<file path="config.mk">
export PLATFORM = sky130hd
export DESIGN_NAME = evt_irq_ctrl
export DESIGN_NICKNAME = d
export VERILOG_FILES = /design/src/rtl/evt_irq_pkg.sv /design/src/rtl/evt_edge_det.sv /design/src/rtl/evt_status_bank.sv /design/src/rtl/evt_cfg_regs.sv /design/src/rtl/evt_irq_ctrl.sv
export SDC_FILE = /design/constraint.sdc
export NUM_CORES = 1
export LEC_CHECK = 0
export ABC_AREA = 1
export BUFFER_PORTS_ARGS = -buffer_cell sky130_fd_sc_hd__buf_2
export CAP_MARGIN = 20
export CORE_UTILIZATION = 45
export CTS_BUF_LIST = sky130_fd_sc_hd__clkbuf_8
export DETAILED_ROUTE_END_ITERATION = 10
export GPL_ROUTABILITY_DRIVEN = 0
export PLACE_DENSITY = 0.77
export SKIP_LAST_GASP = 1
export SLEW_MARGIN = 20
export SYNTH_ARGS = -nofsm -noshare
export SYNTH_HDL_FRONTEND = slang
export SYNTH_SLANG_ARGS = --single-unit
</file>
<file path="constraint.sdc">
create_clock -name clk -period 1.1 [get_ports clk]
set_input_delay 0.055 -clock clk [delete_from_list [all_inputs] [get_ports clk]]
set_output_delay 0.055 -clock clk [all_outputs]
set_load 0.02 [all_outputs]
</file>
<file path="src/rtl/evt_irq_pkg.sv">
package evt_irq_pkg;

  // Register decode result
  typedef enum logic [2:0] {
    SEL_NONE = 3'd0,
    SEL_GIE  = 3'd1,
    SEL_STAT = 3'd2,
    SEL_ENA  = 3'd3,
    SEL_KEY  = 3'd4
  } reg_sel_e;

  // Default register offsets
  localparam int unsigned OFS_GIE_DEF  = 32'h1C;
  localparam int unsigned OFS_STAT_DEF = 32'h20;
  localparam int unsigned OFS_ENA_DEF  = 32'h28;
  localparam int unsigned OFS_KEY_DEF  = 32'h40;
  localparam int unsigned RST_KEY_DEF  = 32'h0A;

  // Source bit positions, as decoded by software
  localparam int unsigned SRC_MODE_FAULT   = 0;
  localparam int unsigned SRC_SLAVE_FAULT  = 1;
  localparam int unsigned SRC_TX_EMPTY     = 2;
  localparam int unsigned SRC_TX_UNDERRUN  = 3;
  localparam int unsigned SRC_RX_FULL      = 4;
  localparam int unsigned SRC_RX_OVERRUN   = 5;
  localparam int unsigned SRC_TX_HALF      = 6;

endpackage

</file>
<file path="src/rtl/evt_edge_det.sv">
module evt_edge_det #(
  parameter int unsigned WIDTH = 7
) (
  input  logic             clk,
  input  logic             rst_n,
  input  logic [WIDTH-1:0] lvl_i,
  output logic [WIDTH-1:0] rise_o
);

  logic [WIDTH-1:0] lvl_q;
  logic [WIDTH-1:0] lvl_n;

  always_comb begin
    lvl_n = lvl_i;
  end

  always_ff @(posedge clk or negedge rst_n) begin
    if (!rst_n) begin
      lvl_q <= '0;
    end else begin
      lvl_q <= lvl_n;
    end
  end

  assign rise_o = lvl_i & ~lvl_q;

endmodule

</file>
<file path="src/rtl/evt_status_bank.sv">
module evt_status_bank #(
  parameter int unsigned WIDTH = 7
) (
  input  logic             clk,
  input  logic             rst_n,
  input  logic [WIDTH-1:0] rise_i,
  input  logic [WIDTH-1:0] clr_i,
  input  logic             wipe_i,
  output logic [WIDTH-1:0] stat_o
);

  for (genvar i = 0; i < WIDTH; i++) begin : g_cell
    logic bit_q;
    logic bit_n;

    // Priority: wipe over set over clear
    always_comb begin
      bit_n = bit_q;
      if (clr_i[i]) begin
        bit_n = 1'b0;
      end
      if (rise_i[i]) begin
        bit_n = 1'b1;
      end
      if (wipe_i) begin
        bit_n = 1'b0;
      end
    end

    always_ff @(posedge clk or negedge rst_n) begin
      if (!rst_n) begin
        bit_q <= 1'b0;
      end else begin
        bit_q <= bit_n;
      end
    end

    assign stat_o[i] = bit_q;
  end

endmodule

</file>
<file path="src/rtl/evt_cfg_regs.sv">
module evt_cfg_regs #(
  parameter int unsigned WIDTH   = 7,
  parameter int unsigned DATA_W  = 32,
  parameter int unsigned RST_KEY = 32'h0A
) (
  input  logic              clk,
  input  logic              rst_n,
  input  logic              gie_we_i,
  input  logic              ena_we_i,
  input  logic              key_we_i,
  input  logic [DATA_W-1:0] wdata_i,
  output logic              gie_o,
  output logic [WIDTH-1:0]  ena_o,
  output logic              key_hit_o,
  output logic              pulse_o
);

  localparam int unsigned GIE_BIT = DATA_W - 1;

  logic             gie_q, gie_n;
  logic [WIDTH-1:0] ena_q, ena_n;
  logic             pulse_q, pulse_n;
  logic             key_hit;

  assign key_hit = key_we_i && (wdata_i == DATA_W'(RST_KEY));

  always_comb begin
    gie_n   = gie_q;
    ena_n   = ena_q;
    pulse_n = 1'b0;
    if (gie_we_i) begin
      gie_n = wdata_i[GIE_BIT];
    end
    if (ena_we_i) begin
      ena_n = wdata_i[WIDTH-1:0];
    end
    if (key_hit) begin
      ena_n   = '0;
      pulse_n = 1'b1;
    end
  end

  always_ff @(posedge clk or negedge rst_n) begin
    if (!rst_n) begin
      gie_q   <= 1'b0;
      ena_q   <= '0;
      pulse_q <= 1'b0;
    end else begin
      gie_q   <= gie_n;
      ena_q   <= ena_n;
      pulse_q <= pulse_n;
    end
  end

  assign gie_o     = gie_q;
  assign ena_o     = ena_q;
  assign key_hit_o = key_hit;
  assign pulse_o   = pulse_q;

endmodule

</file>
<file path="src/rtl/evt_irq_ctrl.sv">
module evt_irq_ctrl
  import evt_irq_pkg::*;
#(
  parameter int unsigned NUM_SRC  = 7,
  parameter int unsigned ADDR_W   = 8,
  parameter int unsigned DATA_W   = 32,
  parameter int unsigned OFS_GIE  = OFS_GIE_DEF,
  parameter int unsigned OFS_STAT = OFS_STAT_DEF,
  parameter int unsigned OFS_ENA  = OFS_ENA_DEF,
  parameter int unsigned OFS_KEY  = OFS_KEY_DEF,
  parameter int unsigned RST_KEY  = RST_KEY_DEF
) (
  input  logic              clk,
  input  logic              rst_n,
  input  logic [NUM_SRC-1:0] evt_i,
  input  logic              bus_wr,
  input  logic [ADDR_W-1:0] bus_addr,
  input  logic [DATA_W-1:0] bus_wdata,
  output logic [DATA_W-1:0] bus_rdata,
  output logic              irq_o,
  output logic              core_rst_o
);

  localparam int unsigned GIE_BIT = DATA_W - 1;
  localparam int unsigned PAD_W   = DATA_W - NUM_SRC;

  // Reset synchronizer: assert async, release on clock
  logic [1:0] rst_sync_q;
  logic       rst_sync_n;

  always_ff @(posedge clk or negedge rst_n) begin
    if (!rst_n) begin
      rst_sync_q <= 2'b00;
    end else begin
      rst_sync_q <= {rst_sync_q[0], 1'b1};
    end
  end

  assign rst_sync_n = rst_sync_q[1];

  // Address decode
  reg_sel_e sel;

  always_comb begin
    sel = SEL_NONE;
    if (bus_addr == ADDR_W'(OFS_GIE)) begin
      sel = SEL_GIE;
    end else if (bus_addr == ADDR_W'(OFS_STAT)) begin
      sel = SEL_STAT;
    end else if (bus_addr == ADDR_W'(OFS_ENA)) begin
      sel = SEL_ENA;
    end else if (bus_addr == ADDR_W'(OFS_KEY)) begin
      sel = SEL_KEY;
    end
  end

  logic              gie_we, ena_we, key_we, stat_we;
  logic [NUM_SRC-1:0] clr_mask;

  assign gie_we   = bus_wr && (sel == SEL_GIE);
  assign ena_we   = bus_wr && (sel == SEL_ENA);
  assign key_we   = bus_wr && (sel == SEL_KEY);
  assign stat_we  = bus_wr && (sel == SEL_STAT);
  assign clr_mask = stat_we ? bus_wdata[NUM_SRC-1:0] : '0;

  // Datapath
  logic [NUM_SRC-1:0] rise;
  logic [NUM_SRC-1:0] stat_q;
  logic [NUM_SRC-1:0] ena_q;
  logic               gie_q;
  logic               key_hit;
  logic               pulse;

  evt_edge_det #(
    .WIDTH (NUM_SRC)
  ) u_edge (
    .clk    (clk),
    .rst_n  (rst_sync_n),
    .lvl_i  (evt_i),
    .rise_o (rise)
  );

  evt_status_bank #(
    .WIDTH (NUM_SRC)
  ) u_stat (
    .clk    (clk),
    .rst_n  (rst_sync_n),
    .rise_i (rise),
    .clr_i  (clr_mask),
    .wipe_i (key_hit),
    .stat_o (stat_q)
  );

  evt_cfg_regs #(
    .WIDTH   (NUM_SRC),
    .DATA_W  (DATA_W),
    .RST_KEY (RST_KEY)
  ) u_cfg (
    .clk       (clk),
    .rst_n     (rst_sync_n),
    .gie_we_i  (gie_we),
    .ena_we_i  (ena_we),
    .key_we_i  (key_we),
    .wdata_i   (bus_wdata),
    .gie_o     (gie_q),
    .ena_o     (ena_q),
    .key_hit_o (key_hit),
    .pulse_o   (pulse)
  );

  // Read mux
  always_comb begin
    bus_rdata = '0;
    unique case (sel)
      SEL_GIE:  bus_rdata[GIE_BIT] = gie_q;
      SEL_STAT: bus_rdata = {{PAD_W{1'b0}}, stat_q};
      SEL_ENA:  bus_rdata = {{PAD_W{1'b0}}, ena_q};
      default:  bus_rdata = '0;
    endcase
  end

  assign irq_o      = gie_q & (|(stat_q & ena_q));
  assign core_rst_o = pulse;

endmodule

</file>
==> results.md, run 1 <==
* Crit path required time at 1040 ps
* TritonRoute pass-1 iters at 4
* Highest layer used for signal routing: met4
* WL met2 at 1880 um
* Area of the mapped netlist at 1770 um^2
* NumNets Final at 395
* Skew final at 0.620 ps
* VDD IR-drop max at 1.17 mV
* Pin count of the biggest net entering global routing at 20
* Power per cell area at 831 nW/um^2
* CTS root buffer: clkbuf_8
* Initial antenna violation count at 0
* CP max FO at 2
* Setup crit start: u_cfg.ena_o[3]
* CP startpoint kind: flip-flop
* All-Layer GR Usage at 0.184
* Reg clk slew, reported paths at 80 ps
* Setup CP Type: reg -> out
* CTS tree: done
* Period utilization at 1.21
* P&R area growth vs syn at 30.7%
* Num Clock Sinks at 25
* Yosys top cell area share at 0.354
* Syn Inst Count at 264
* Power Total at 1.92 mW
* CP Data Arrival Time at 1270 ps
* Fin worst setup slack at -229 ps
* DR WL/cell at 9.50 um
* Clk buf depth at 2
* Worst-skew pair later-pin latency at 260 ps
* Seq cells post-synth at 25
* Final Setup Violations at 1
* Top post-synthesis cells by area: dfrtp_1 35%, nand2_1 15%, inv_1 12%, buf_4 11%, nand3_1 6.0%
* DIE AREA at 4180 um^2
* H-tree Lvls at 1
* TritonCTS Buffers at 3
* Placed cells at 375
* Status: finished, violations left
* Filler Cells Inserted at 373
* Maximum clock rate at 752 MHz
* Area of the multi-input gates at 836 um^2
* Antenna diode count at 0
* Pre-CTS WS at -84.0 ps
* Total grt overflow at 0
* Post-route DRC at 0
* Wirelength, routed at 3720 um
* Sum of negative setup slack at -229 ps
* Final hold vios at 0
* Met3 WL at 186 um
* Post-synth cell types at 22
* Antenna Nets Post-Route at 0
* RSZ-0062 raised after global routing: yes
* Global-route wire length before repair at 6070 um
* Hpwl dp at 3080 um
* Fin cells at 392
* DR vias/cell at 4.38
* Iter 0 DRT Violations at 57
* Max-cap viol count at 0
* Vias post-DR at 1716
* Initial Utilization at 0.475
* Sequential area share after synthesis at 0.354
* Final slew viol count at 0
* Min-Delay Startpoint: bus_wdata[0]
* Minimum clock period after layout at 1330 ps
* Metal-1 WL at 1630 um
* Syn avg cell area at 6.69 um^2
* Failing checks: setup timing
* Hold Path Class: in -> reg
* Design Area, Final at 2310 um^2
* Post-DP Area at 2090 um^2
* Row cnt at 22
* Sequential cell area at 626 um^2
* Die Span Y at 64.6 um
* Vias in the first global route at 1491
* Die Span X at 64.6 um
* CP Capture Type: primary output
* Core area at 3720 um^2
* Layout cells sized above 1 at 0.273
* Ports at 84
* Synthesis Warnings at 0
* LEAKAGE at 1.39 nW
* R2R Path Start: u_stat.g_cell[1].bit_q
* Cell taking the most area after synthesis: dfrtp_1
* Port-buffer cells at 59
==> critical path: stages, from the launching register on <==
cell and delay (ps):
dfrtp_1 370, inv_1 60, o22ai_1 160, nor2_1 80
a21oi_1 170, buf_4 170
==> final timing paths <==
check                           slack [ps]  depth (start not counted)                     end
worst max-delay path                  -230                          5                   irq_o
worst min-delay path                    20                          3          u_cfg.ena_o[0]
worst max register to register         290                          5  u_stat.g_cell[1].bit_q
worst min register to register         100                          0         u_edge.lvl_q[4]
max in group asynchronous              640                          1             u_cfg.gie_o
min in group asynchronous               90                          2           rst_sync_q[1]
==> report_power, final <==
part           switching (mW)  internal (mW)
logic                   0.262          0.168
registers              0.0159          0.951
clock network           0.268          0.253
==> Yosys cell counts (all sizes together) <==
cell type and count:
o21ai 1, nor3 7, nor2 29, nand3b 1
nand3 24, conb 2, o22ai 9, inv 62
nand2 72, buf 25, dfrtp 25, a21oi 2
nand4 5
==> what timing repair did <==
item / 4_1_cts / 5_1_grt
setup endpoints to repair: 3 / 8
hold buffers: 8 / 0
buffers inserted: 0 / 5
pin swaps: 2 / 6
gates resized for setup: 2 / 14
endpoints found under the hold margin: 9 / 0
==> registers in the layout, indices dropped and copies added (netlist names) <==
name	cells
u_edge.lvl_q	7
u_stat.g_cell.bit_q	7
u_cfg.gie_o	1
u_cfg.ena_o	7
rst_sync_q	2
u_cfg.pulse_o	1
==> stage by stage <==
step,utilization,hold WS [ps]
6_report,0.621,22.2
5_1_grt,0.621,38.5
4_1_cts,0.598,22.1
3_5_place_dp,0.562,-157
3_3_place_gp,0.562,-160
2_1_floorplan,-,-241
==> kinds of logic after synthesis <==
kind of cell | after synthesis | synth area share
flops | 25 | 0.354
simple gates | 138 | 0.361
compound gates | 12 | 0.0404
other cells | 2 | 0.00425
buf+inv | 87 | 0.240
==> per-layer routing <==
metal | GRT usage | vias up
met2 | 0.325 | 54
met5 | 0 | -
li1 | - | 907
met1 | 0.230 | 751
met3 | 0.0440 | 4
met4 | 0.0306 | 0
==> cells in the final DEF (no fill, tap or decap), drive strengths merged <==
master / count
a21oi: 2
buf: 70
clkbuf: 3
clkinv: 1
conb: 25
dfrtp: 25
dlygate4sd3: 8
inv: 62
nand2: 72
nand3: 24
nand3b: 1
nand4: 5
nor2: 29
nor3: 7
o21ai: 1
o22ai: 9
==> area by class of cell <==
type	count	share of cell area
multi-input combinational	175	0.362
sequential	25	0.271
timing repair buffer	78	0.219
inverter	62	0.102
tap	48	0.0260
clock buffer	3	0.0179
clock inverter	1	0.00217
No activity file was read; power rests on OpenSTA's default activity.
==> run 2, diff against run 1 <==
CELL_PAD_IN_SITES_DETAIL_PLACEMENT = 1   (was not set)
CELL_PAD_IN_SITES_GLOBAL_PLACEMENT = 1   (was not set)
CORE_UTILIZATION = 32   (was 45)
PLACE_DENSITY = 0.81   (was 0.77)
==> run 2 against run 1 <==
Compared with the run above:
- cell area rose by 4.3%
- the flow still finishes with violations (setup timing)
- first-iteration DRC count is 56% lower
- clock-buffer cell count unchanged
- fmax shrank 1.5%
- largest power group unchanged
- clock power rose by 3%
- core utilization shrank 16 points
- global-route usage shrank 2.4 points
- final cell count up 6.1%
- die area increased by 39%
- sequential cell count is the same
==> results.md, run 2 (same netlist as run 1, synthesis figures left out) <==
* CTS tree: done
* Crit path required time at 1040 ps
* Core area at 5200 um^2
* Pin count of the biggest net entering global routing at 24
* All-Layer GR Usage at 0.160
* Fin cells at 416
* Die Span Y at 76.3 um
* Wirelength, routed at 4600 um
* Antenna Nets Post-Route at 0
* Maximum clock rate at 741 MHz
* Post-route DRC at 0
* CP startpoint kind: flip-flop
* Status: finished, violations left
* Final Setup Violations at 2
* Hold Path Class: in -> reg
* DR WL/cell at 11.1 um
* Row cnt at 26
* Post-DP Area at 2130 um^2
* DR vias/cell at 4.36
* Placed cells at 401
* Layout cells sized above 1 at 0.301
* TritonCTS Buffers at 3
* Fin worst setup slack at -249 ps
* CP Data Arrival Time at 1290 ps
* Setup CP Type: reg -> out
* Minimum clock period after layout at 1350 ps
* Power per cell area at 809 nW/um^2
* Clk buf depth at 2
* Final slew viol count at 0
* TritonRoute pass-1 iters at 4
* Vias post-DR at 1814
* Antenna diode count at 0
* LEAKAGE at 1.40 nW
* Initial Utilization at 0.339
* Failing checks: setup timing
* RSZ-0062 raised after global routing: yes
* Most frequent cells in the layout: 70 x nand2_1, 53 x inv_1, 48 x buf_2
* Period utilization at 1.23
* DIE AREA at 5820 um^2
* Power Total at 1.95 mW
* Pre-CTS WS at -85.4 ps
* Vias in the first global route at 1818
* Initial antenna violation count at 0
* Ports at 84
* P&R area growth vs syn at 36.4%
* Design Area, Final at 2410 um^2
* Final hold vios at 0
* Hpwl dp at 3790 um
* Max-cap viol count at 0
* Worst-skew pair later-pin latency at 260 ps
* Skew final at 2.27 ps
* Commonest non-fill, non-tap cell in the layout: nand2_1
* Iter 0 DRT Violations at 25
* CP Capture Type: primary output
* CP max FO at 2
* Global-route wire length before repair at 7720 um
* H-tree Lvls at 1
* Port-buffer cells at 59
* VDD IR-drop max at 0.643 mV
* CTS root buffer: clkbuf_8
* Filler Cells Inserted at 721
* Num Clock Sinks at 25
* Total grt overflow at 0
* NumNets Final at 397
* Reg clk slew, reported paths at 90 ps
* Die Span X at 76.3 um
run 2: cell count changes in the layout (fill, tap and decap cells not counted), sizes merged:
cell / before / now
clkinv: 1 / 0
buf: 70 / 72
inv: 62 / 63
run 2: path summary, 6_finish.rpt:
path | slack, ps | endpoint | from | depth (start not counted)
worst min register to register | 220 | u_edge.lvl_q[3] | rst_sync_q[1] | 1
worst max-delay path | -250 | irq_o | u_stat.g_cell[5].bit_q | 5
min in group asynchronous | 80 | rst_sync_q[0] | rst_n | 2
worst max register to register | 250 | u_stat.g_cell[1].bit_q | u_stat.g_cell[1].bit_q | 5
max in group asynchronous | 640 | u_cfg.ena_o[2] | rst_sync_q[1] | 1
worst min-delay path | 40 | u_cfg.gie_o | bus_wdata[31] | 3
run 2: final cells by class:
class	instances	area, um^2	share of cell area
Timing Repair Buffer	80	536	0.222
Tap cell	70	87.6	0.0364
Clock buffer	3	41.3	0.0172
Clock inverter	1	3.75	0.00156
Inverter	62	240	0.0998
Sequential cell	25	626	0.260
Multi-Input combinational cell	175	873	0.363
run 2: power by group:
part | total, mW | switching (mW) | internal, mW | leakage, nW
registers | 0.964 | 0.0131 | 0.951 | 0.286
clock network | 0.534 | 0.284 | 0.249 | 0.0269
logic | 0.450 | 0.277 | 0.173 | 1.08
total | 1.95 | 0.574 | 1.37 | 1.40
run 2: metrics by stage:
step           TNS (ps)  hold WS, ps   util
3_5_place_dp       -776         -159  0.410
6_report           -256         43.8  0.463
5_1_grt            -497         55.0  0.463
4_1_cts            -266         25.6  0.445
2_1_floorplan         0         -241      -
3_3_place_gp       -199         -159  0.410
run 2: timing repair:
action	in CTS	in global routing
pin swaps	6	9
resized for setup	12	25
hold buffers	8	0
buffers inserted	2	1
setup endpoints to repair	5	9
hold endpoints to repair	9	0
run 2: routing by layer:
layer / share of wire / up-vias / track usage / wire length, um
li1: - / 913 / - / -
met1: 0.44 / 861 / 0.197 / 2030
met2: 0.52 / 38 / 0.300 / 2420
met3: 0.031 / 2 / 0.0216 / 143
met4: 0.0022 / 0 / 0.0231 / 10
met5: 0 / - / 0 / 0
run 2: worst max-delay path, stage by stage (launching register included):
cell	delay, ps
dfrtp_1	390
inv_1	130
o22ai_1	90
a21oi_1	160
a21oi_1	100
buf_4	160
